<file path="src/rtl/cbuf_pkg.sv">
package cbuf_pkg;
   // advance a circular index by n steps within a ring of the given size
   function automatic int ring_step(int idx, int n, int size);
      return (idx + n) % size;
   endfunction
endpackage

</file>
<file path="src/rtl/cbuf_tag_match.sv">
module cbuf_tag_match #(
   parameter int DEPTH = 6,
   parameter int TAG_W = 6,
   parameter int NCMP  = 3
) (
   input  logic [DEPTH-1:0]             live,
   input  logic [DEPTH-1:0][TAG_W-1:0]  slot_tag,
   input  logic [NCMP-1:0]              rpt_vld,
   input  logic [NCMP*TAG_W-1:0]        rpt_tag,
   output logic [DEPTH-1:0]             mark_done,
   output logic                         any_miss
);
   logic [NCMP-1:0][DEPTH-1:0] hit;
   logic [NCMP-1:0]            port_miss;

   for (genvar p = 0; p < NCMP; p++) begin : g_port
      for (genvar s = 0; s < DEPTH; s++) begin : g_slot
         assign hit[p][s] = rpt_vld[p] & live[s] &
                            (slot_tag[s] == rpt_tag[p*TAG_W +: TAG_W]);
      end
      assign port_miss[p] = rpt_vld[p] & ~(|hit[p]);
   end

   always_comb begin
      mark_done = '0;
      for (int p = 0; p < NCMP; p++) begin
         mark_done = mark_done | hit[p];
      end
   end

   assign any_miss = |port_miss;
endmodule

</file>
<file path="src/rtl/cbuf_retire_sel.sv">
module cbuf_retire_sel #(
   parameter int DEPTH   = 6,
   parameter int RET_MAX = 2,
   parameter int PTR_W   = 3
) (
   input  logic [PTR_W-1:0]                 head,
   input  logic [DEPTH-1:0]                 live,
   input  logic [DEPTH-1:0]                 done,
   output logic [RET_MAX-1:0]               take,
   output logic [RET_MAX-1:0][PTR_W-1:0]    lane_slot,
   output logic [DEPTH-1:0]                 drop
);
   always_comb begin
      logic run;
      int   idx;
      run  = 1'b1;
      drop = '0;
      for (int k = 0; k < RET_MAX; k++) begin
         idx          = cbuf_pkg::ring_step(int'(head), k, DEPTH);
         lane_slot[k] = PTR_W'(idx);
         run          = run & live[idx] & done[idx];
         take[k]      = run;
         if (run) drop[idx] = 1'b1;
      end
   end
endmodule

</file>
<file path="src/rtl/cbuf_top.sv">
module cbuf_top #(
   parameter int DEPTH      = 6,
   parameter int TAG_W      = 6,
   parameter int NCMP       = 3,
   parameter int RET_MAX    = 2,
   parameter bit TRACK_MISS = 1'b1,
   localparam int CNT_W     = $clog2(DEPTH + 1)
) (
   input  logic                     clk,
   input  logic                     rst,
   input  logic                     alloc_vld,
   input  logic [TAG_W-1:0]         alloc_tag,
   input  logic [NCMP-1:0]          cmpl_vld,
   input  logic [NCMP*TAG_W-1:0]    cmpl_tag,
   output logic [RET_MAX-1:0]       ret_vld,
   output logic [RET_MAX*TAG_W-1:0] ret_tag,
   output logic [CNT_W-1:0]         free_cnt,
   output logic                     miss_err
);
   localparam int PTR_W = (DEPTH > 1) ? $clog2(DEPTH) : 1;

   if (DEPTH < 2)        begin : g_chk_depth $error("cbuf_top: DEPTH must be at least 2"); end
   if (TAG_W < 1)        begin : g_chk_tag   $error("cbuf_top: TAG_W must be positive"); end
   if (NCMP < 1)         begin : g_chk_ncmp  $error("cbuf_top: NCMP must be positive"); end
   if (RET_MAX < 1 || RET_MAX > DEPTH) begin : g_chk_ret
      $error("cbuf_top: RET_MAX must lie in 1..DEPTH");
   end

   logic [DEPTH-1:0]            live_q, live_d;
   logic [DEPTH-1:0]            done_q, done_d;
   logic [DEPTH-1:0][TAG_W-1:0] tag_q, tag_d;
   logic [PTR_W-1:0]            head_q, head_d;
   logic [PTR_W-1:0]            tail_q, tail_d;
   logic [CNT_W-1:0]            used_q, used_d;
   logic                        err_q, err_d;

   logic [DEPTH-1:0]            mark_done;
   logic                        any_miss;
   logic [RET_MAX-1:0]          take;
   logic [RET_MAX-1:0][PTR_W-1:0] lane_slot;
   logic [DEPTH-1:0]            drop;
   logic                        alloc_ok;
   logic [CNT_W-1:0]            ret_num;

   cbuf_tag_match #(.DEPTH(DEPTH), .TAG_W(TAG_W), .NCMP(NCMP)) u_match (
      .live      (live_q),
      .slot_tag  (tag_q),
      .rpt_vld   (cmpl_vld),
      .rpt_tag   (cmpl_tag),
      .mark_done (mark_done),
      .any_miss  (any_miss)
   );

   cbuf_retire_sel #(.DEPTH(DEPTH), .RET_MAX(RET_MAX), .PTR_W(PTR_W)) u_ret (
      .head      (head_q),
      .live      (live_q),
      .done      (done_q),
      .take      (take),
      .lane_slot (lane_slot),
      .drop      (drop)
   );

   // retire lanes: oldest on lane 0, tag forced to zero when idle
   for (genvar k = 0; k < RET_MAX; k++) begin : g_lane
      assign ret_vld[k]                   = take[k];
      assign ret_tag[k*TAG_W +: TAG_W]    = take[k] ? tag_q[lane_slot[k]] : '0;
   end

   always_comb begin
      ret_num = '0;
      for (int k = 0; k < RET_MAX; k++) begin
         ret_num = ret_num + CNT_W'(take[k]);
      end
   end

   assign alloc_ok = alloc_vld && (used_q != CNT_W'(DEPTH));
   assign free_cnt = CNT_W'(DEPTH) - used_q;

   always_comb begin
      live_d = live_q;
      done_d = done_q;
      tag_d  = tag_q;
      for (int s = 0; s < DEPTH; s++) begin
         if (drop[s]) begin
            live_d[s] = 1'b0;
            done_d[s] = 1'b0;
         end else if (mark_done[s]) begin
            done_d[s] = 1'b1;
         end
      end
      // the tail slot is empty whenever alloc_ok, so it cannot be dropped or marked
      if (alloc_ok) begin
         live_d[tail_q] = 1'b1;
         done_d[tail_q] = 1'b0;
         tag_d[tail_q]  = alloc_tag;
      end
      head_d = PTR_W'(cbuf_pkg::ring_step(int'(head_q), int'(ret_num), DEPTH));
      tail_d = alloc_ok ? PTR_W'(cbuf_pkg::ring_step(int'(tail_q), 1, DEPTH)) : tail_q;
      used_d = used_q + CNT_W'(alloc_ok) - ret_num;
   end

   if (TRACK_MISS) begin : g_miss_on
      assign err_d = err_q | any_miss;
   end else begin : g_miss_off
      assign err_d = 1'b0;
   end

   always_ff @(posedge clk) begin
      if (rst) begin
         live_q <= '0;
         done_q <= '0;
         tag_q  <= '0;
         head_q <= '0;
         tail_q <= '0;
         used_q <= '0;
         err_q  <= 1'b0;
      end else begin
         live_q <= live_d;
         done_q <= done_d;
         tag_q  <= tag_d;
         head_q <= head_d;
         tail_q <= tail_d;
         used_q <= used_d;
         err_q  <= err_d;
      end
   end

   assign miss_err = err_q;
endmodule

</file>
<file path="config.mk">
export PLATFORM = sky130hd
export DESIGN_NAME = cbuf_top
export DESIGN_NICKNAME = d
export VERILOG_FILES = /design/src/rtl/cbuf_pkg.sv /design/src/rtl/cbuf_tag_match.sv /design/src/rtl/cbuf_retire_sel.sv /design/src/rtl/cbuf_top.sv
export SDC_FILE = /design/constraint.sdc
export NUM_CORES = 1
export LEC_CHECK = 0
export CAP_MARGIN = 20
export CORE_AREA = 4 4 108 110
export CTS_CLUSTER_DIAMETER = 100
export DETAILED_ROUTE_END_ITERATION = 12
export DIE_AREA = 0 0 112 114
export DONT_BUFFER_PORTS = 1
export PLACE_DENSITY = 0.74
export SYNTH_ARGS = -nofsm -noshare
export SYNTH_HDL_FRONTEND = slang
export SYNTH_SLANG_ARGS = --single-unit
export TNS_END_PERCENT = 50
</file>
<file path="constraint.sdc">
create_clock -name clk -period 7 [get_ports clk]
set_clock_uncertainty 0.15 [all_clocks]
set_input_delay 0.7 -clock clk [delete_from_list [all_inputs] [get_ports clk]]
set_output_delay 0.7 -clock clk [all_outputs]
set_load 0.005 [all_outputs]
</file>
# Yosys cells after proc, flatten, opt, wreduce, memory -nomap -nowiden
# Index checks and enable logic that the tools add are counted.
dict set report word_totals {
  regBits 58
  in_bits 30
  wordCells 159
}
dict set report classes {
  n_addsub 7
  div 4
  n_lt_le_gt_ge 8
  n_eq_ne 19
  n_mux 49
  n_bitwise 52
  reduce_logical 8
}
# cell count
set ops {}
lappend ops {{$eq 6x6->1} 18}
lappend ops {{$mod 32x4->32 const B} 3}
lappend ops {{$ge 32x1->1 const B} 2}
lappend ops {{$lt 32x5->1 const B} 2}
lappend ops {{$mux 6} 9}
lappend ops {{$and 1x1->1} 42}
lappend ops {{$bmux 6 s3} 2}
lappend ops {{$bwmux 36} 1}
lappend ops {{$mod 4x4->32 const B} 1}
lappend ops {{$mux 1} 29}
lappend ops {{$or 6x6->6} 4}
lappend ops {{$demux 6 s3} 1}
lappend ops {{$reduce_or 6->1} 3}
lappend ops {{$bmux 1 s3} 4}
lappend ops {{$lt 3x4->1 const B} 3}
lappend ops {{$demux 1 s3} 3}
lappend ops {{$add 3x1->4 const B} 2}
lappend ops {{$and 6x6->6} 1}
lappend ops {{$not 6->6} 1}
lappend ops {{$add 3x2->4} 1}
lappend ops {{$logic_and 1x1->1} 4}
lappend ops {{$add 3x1->3} 1}
lappend ops {{$ge 3x1->1 const B} 1}
lappend ops {{$ne 3x3->1 const B} 1}
lappend ops {{6 further kinds} 8}

# Depth between registers and ports, before layout
dict set report depth {
  ltp_word 11
  ltp_mapped 23
  mapped_depth_nobuf 21
}

# By module
# From an unflattened synthesis, not the netlist that was laid out.
dict set report unflattened {
  cells_unflattened 590
  hier_area_um2 5128.7
}
# module n_inst cells_each area_per_inst_um2 seq_area_each_um2
set by_module_without_submodules {}
lappend by_module_without_submodules {cbuf_top 1 294 3002.9 1161.1}
lappend by_module_without_submodules {cbuf_tag_match 1 194 1470.2 0.0}
lappend by_module_without_submodules {cbuf_retire_sel 1 102 655.6 0.0}

# Worst setup path before layout
# No wires, ideal clock.
dict set report synth_timing {
  kind {register -> register}
  start {register head_q[0]}
  end {register head_q[1]}
  setup_ns 0.132
  t_arrival_ns 5.556
  required_ns 6.718
  slack_ns 1.162
  path_stages_with_launch 24
  n_path_buf 4
  cell_sequence {dfxtp_1 buf_2 buf_2 buf_1 buf_1 and3_1 ha_1 o211a_1 o21a_1 a2111oi_4 o32ai_2 a221o_1 nand3_1 inv_1 ha_1 ha_1 fa_1 nor2b_1 or2_2 ha_1 nor2_1 a21boi_0 nand3b_1 a21oi_1}
}
dict set report synth_via {
  elab_chain_len 10
  word_cells_on_any_way 21
  classes_between {add/sub: 3; div: 3; mux: 12; bitwise: 3}
}
# item line
set synth_lines {}
lappend synth_lines {{start, declared} cbuf_top.sv:32} ;# logic [PTR_W-1:0] head_q, head_d;
lappend synth_lines {{start signal, assigned} cbuf_top.sv:113} ;# head_q <= '0;
lappend synth_lines {{start signal, assigned} cbuf_top.sv:121} ;# head_q <= head_d;
lappend synth_lines {{$add 3x1->4 / $mod 4x4->32 (equally long branches)} cbuf_pkg.sv:4} ;# return (idx + n) % size;
lappend synth_lines {{$mod 32x4->32 / $bmux 1 s3 (equally long branches)} {cbuf_pkg.sv:4, cbuf_retire_sel.sv:21}}
lappend synth_lines {{$bmux 1 s3 / $mux 1 (equally long branches)} cbuf_retire_sel.sv:21} ;# run = run & live[idx] & done[idx];
lappend synth_lines {{$mux 1 (not written as such)} cbuf_retire_sel.sv:21}
lappend synth_lines {{$mux 1 (not written as such) / $and 1x1->1 (equally long branches)} cbuf_retire_sel.sv:21}
lappend synth_lines {{$and 1x1->1} cbuf_retire_sel.sv:21}
lappend synth_lines {{$and 1x1->1 *} cbuf_retire_sel.sv:21}
lappend synth_lines {{net ret_vld[1]} cbuf_top.sv:15} ;# output logic [RET_MAX-1:0] ret_vld,
lappend synth_lines {{$add 1x1->2 *} cbuf_top.sv:72} ;# ret_num = ret_num + CNT_W'(take[k]);
lappend synth_lines {{$add 3x2->4 *} cbuf_pkg.sv:4}
lappend synth_lines {{$mod 32x4->32 *} cbuf_pkg.sv:4}
# The timed path passes the listed nets; every way through them passes the cells marked *. The select of a mux whose other input is x is not followed.
# A chain may end at the register's enable or synchronous reset.

# Worst setup path after layout
dict set report layout_timing {
  start {register head_q[1]}
  end {register head_q[1]}
}
# The elaborated chain is that of the path after synthesis.

==> out/summary.md <==
The run finished with clean final reports. Entering global routing, the biggest net connects 56 pins. The tool flagged a number of max-cap violations equal to 0. The prevailing post-synth register cell was sky130_fd_sc_hd__dfxtp_1. Leaving out fill and tap cells, the most frequent cell in the layout is sky130_fd_sc_hd__nor2_1. The largest single stage delay on the critical path is 620 ps.

Timing would allow up to 165 MHz. Cell class contributing the biggest share of worst-path delay: adder cells. After clock tree synthesis, the clock-pin slew on the worst setup and hold paths is 80 ps. For the floorplan row count, the log shows 38. For this block, the via count after detailed routing is 4656.

The share of the cycle needed by the critical path after routing works out to 0.865. Post-CTS repair changed the size of 0 cells. The tools report the final instance count without filler cells as 719. Setup repair after global routing left no endpoint under its margin. The number of endpoints with negative hold slack in the final report was 0. The post-synthesis register bit count came out at 58.

The mean post-synth cell area came out at 8.25 um^2. The number of max-slew violations in the final report came out at 0. The per-cell routed wire length works out to 21.9 um. The number of unique standard cell types used by synthesis came out at 68. The layout overhead on the synthesized area works out to 2.35%.

In the layout the commonest cells are sky130_fd_sc_hd__nor2_1, sky130_fd_sc_hd__xnor2_1, sky130_fd_sc_hd__dfxtp_1, sky130_fd_sc_hd__xor2_1, sky130_fd_sc_hd__mux2i_1. For this design the ratio of total power to cell area is 161 nW/um^2. Using the TritonRoute via totals, the vias-per-cell ratio works out to 6.48. TritonCTS built the clock tree.

The peak supply drop is 129 uV, and the die extent in x is 112 um. Walking the worst path, the cells encountered are ha_1 -> or2b_2 -> nand2_1 -> ha_1 -> o211a_1 -> o21ai_2 -> nand3_2 -> o32ai_2 -> a221o_1 -> nand3_1 -> inv_1 -> ha_1 -> ha_1 -> fa_1 -> nor2b_1 -> or2_2 -> ha_1 -> nor2_1 -> a21boi_0 -> nand3b_1 -> a21oi_1. Post-CTS setup repair buffer count: 0. Clock latency on the worst-skew pair, taken at its later pin, is 350 ps.

Largest buffer count on any clock path: 2. With fillers left out, the area of the finished cells amounts to 5390 um^2. The tools report the antenna diode count as 0. Number of buffers and inverters on the critical path: 1. The number of buffers added to fix hold violations after cts is 0.

The layout cell share with drive strength beyond 1 was 0.111. In this run the worst hold path is classified as in2reg. Setup violations remaining at the end of the flow were counted as 0. For the instance area at placement, the log shows 5150 um^2. The area of the die is 12800 um^2. The post-synthesis sequential area ratio was 0.221.

In this run the vertical extent of the chip is 114 um. After synthesis, the cell types taking the most area are sky130_fd_sc_hd__dfxtp_1, sky130_fd_sc_hd__xnor2_1, sky130_fd_sc_hd__xor2_1. Final critical delay including setup and external delays: 6050 ps. On the critical path, the stage with the largest delay is an instance of sky130_fd_sc_hd__dfxtp_1.

Initial antenna violation count: 0. The residual DRC count is 0. STA classifies the critical path endpoint as a flip-flop. The overall routing resource usage was 0.249; the synthesized netlist net count was 687. The logs give 6150 ps for the data arrival time of the critical path and 1.12 for the placer congestion estimate. STA classifies the critical path startpoint as a flip-flop.

The tools report the number of levels the H-tree was split into as 3. The slew at the pin with the worst max-slew slack is 1130 ps. For this block, the routed nets add up to 15700 um of wire. For this design the static power due to leakage is 2.09 nW. The run gives 638 as the gate count after technology mapping. In this run the worst path has a maximum fanout of 15.

The area share of the largest cell type after synthesis is 0.221. Summed over all instances, the cell type with the most area after synthesis is sky130_fd_sc_hd__dfxtp_1. 48 I/O pins were placed. At the end of the flow, the number of nets in the layout was 623. The mapped netlist covers 5260 um^2. The number of placed instances, taps included was 703; the number of sinks on the clock net was 58. The worst setup path is of the reg2reg kind.

The number of enable-type register cells in the synthesized netlist is 0. The root buffer selected by CTS was sky130_fd_sc_hd__clkbuf_8. The filler cells instantiated in the layout total 972.

The total overflow left after global routing is 0. The logs give 0.247 for the tightest slew margin relative to the limit and 0 ps for the total negative slack. The floorplan step defined a core boundary enclosing 10700 um^2. In this run the tool buffered the top-level ports with 0 buffer cells.

Clock tree synthesis inserted a total of 9 buffers. The first TritonRoute pass finished after 7 iterations. The total of warnings raised by yosys is 0, and the number of violations reported at the end of detailed-routing iteration 0 is 522. For the remaining antenna violation count after routing, the log shows 0. The HPWL after detailed placement is 11700 um, and the first-pass GRT wire length is 24900 um. STA puts the critical path data required time at 7090 ps. The logs give 0.492 for the initial standard-cell utilization of the core and 4560 for the via count of the first global-routing pass.

Cell occurring most often along the worst timing path: sky130_fd_sc_hd__ha_1. The share of flip-flops with an asynchronous set or reset after synthesis was 0.
==> worst register-to-register path, delay by kind of cell, from the launching register on <==
family	cells	cell delay, ps
buffers and inverters	1	200
adders and majority gates	6	1720
AOI/OAI and AO/OA	6	1730
and+or+nand+nor	8	1550
DFF	1	620
==> cell usage after synthesis, drive strengths merged, types with 3 or more instances <==
| cell | count |
|---|---|
| a21oi | 11 |
| xnor2 | 68 |
| a211oi | 3 |
| nor3 | 18 |
| xor2 | 47 |
| inv | 17 |
| o2bb2ai | 3 |
| a22oi | 9 |
| nor4 | 10 |
| a222oi | 5 |
| a221oi | 3 |
| nand3 | 23 |
| mux2 | 24 |
| dfxtp | 58 |
| nor2b | 6 |
| mux4 | 6 |
| a31oi | 5 |
| o41ai | 3 |
| ha | 17 |
| nand2 | 25 |
| clkbuf | 54 |
| nand4 | 19 |
| a32o | 3 |
| nand2b | 7 |
| buf | 23 |
| o21a | 3 |
| o21ai | 10 |
| nor2 | 74 |
| or3 | 4 |
| and3 | 4 |
| mux2i | 41 |
==> per-stage QoR <==
step                hold WS (ps)  setup WS (ps)  utilization  power (mW)
finish                       254            947        0.503       0.867
global route                 242            602        0.503       0.902
CTS                          246            953        0.503       0.870
detailed placement           379            986        0.482       0.492
global placement             364           1350        0.482       0.487
floorplan                    324           1160            -       0.486
==> registers in the layout, indices dropped and copies added (netlist names) <==
signal    cells
done_q        6
used_q        3
head_q        3
tail_q        3
live_q        6
miss_err      1
tag_q        36
==> final timing paths <==
path	startpoint	end	slack, ps	depth (start not counted)
worst min register to register	live_q[2]	live_q[2]	390	2
worst min-delay path	rst	head_q[0]	250	1
worst max-delay path	head_q[1]	head_q[1]	950	21
worst max register to register	head_q[1]	head_q[1]	950	21
==> cells by family (layout without fill, tap and decap cells) <==
family,after synthesis,count (layout),share of synthesized area
and+or+nand+nor,203,203,0.191
xor gates and xnor gates,115,115,0.191
buffers and inverters,95,36,0.0702
AOI/OAI and AO/OA,77,77,0.123
muxes,71,71,0.155
DFF,58,58,0.221
adders and majority gates,19,19,0.0480
==> power by group <==
group / internal, mW / switching (mW)
sequential: 0.343 / 0.0302
combinational: 0.0639 / 0.0507
clock: 0.236 / 0.143
total: 0.643 / 0.224
==> routing by layer <==
| metal | vias up | global-route usage | wire length, um |
|---|---|---|---|
| met5 | - | 0 | 0 |
| met2 | 280 | 0.376 | 6790 |
| li1 | 2089 | - | - |
| met1 | 2219 | 0.327 | 6370 |
| met4 | 0 | 0.127 | 812 |
| met3 | 68 | 0.0663 | 1750 |
==> layout make-up <==
| cell class | instances | area, um^2 | area share |
|---|---|---|---|
| clock buffer | 11 | 131 | 0.0244 |
| clock inverter | 5 | 103 | 0.0191 |
| inverter | 18 | 67.6 | 0.0125 |
| multi-input combinational | 485 | 3730 | 0.693 |
| sequential | 58 | 1160 | 0.216 |
| tap | 140 | 175 | 0.0325 |
| timing repair buffer | 2 | 15.0 | 0.00279 |
(Power assumes the default switching activity.)
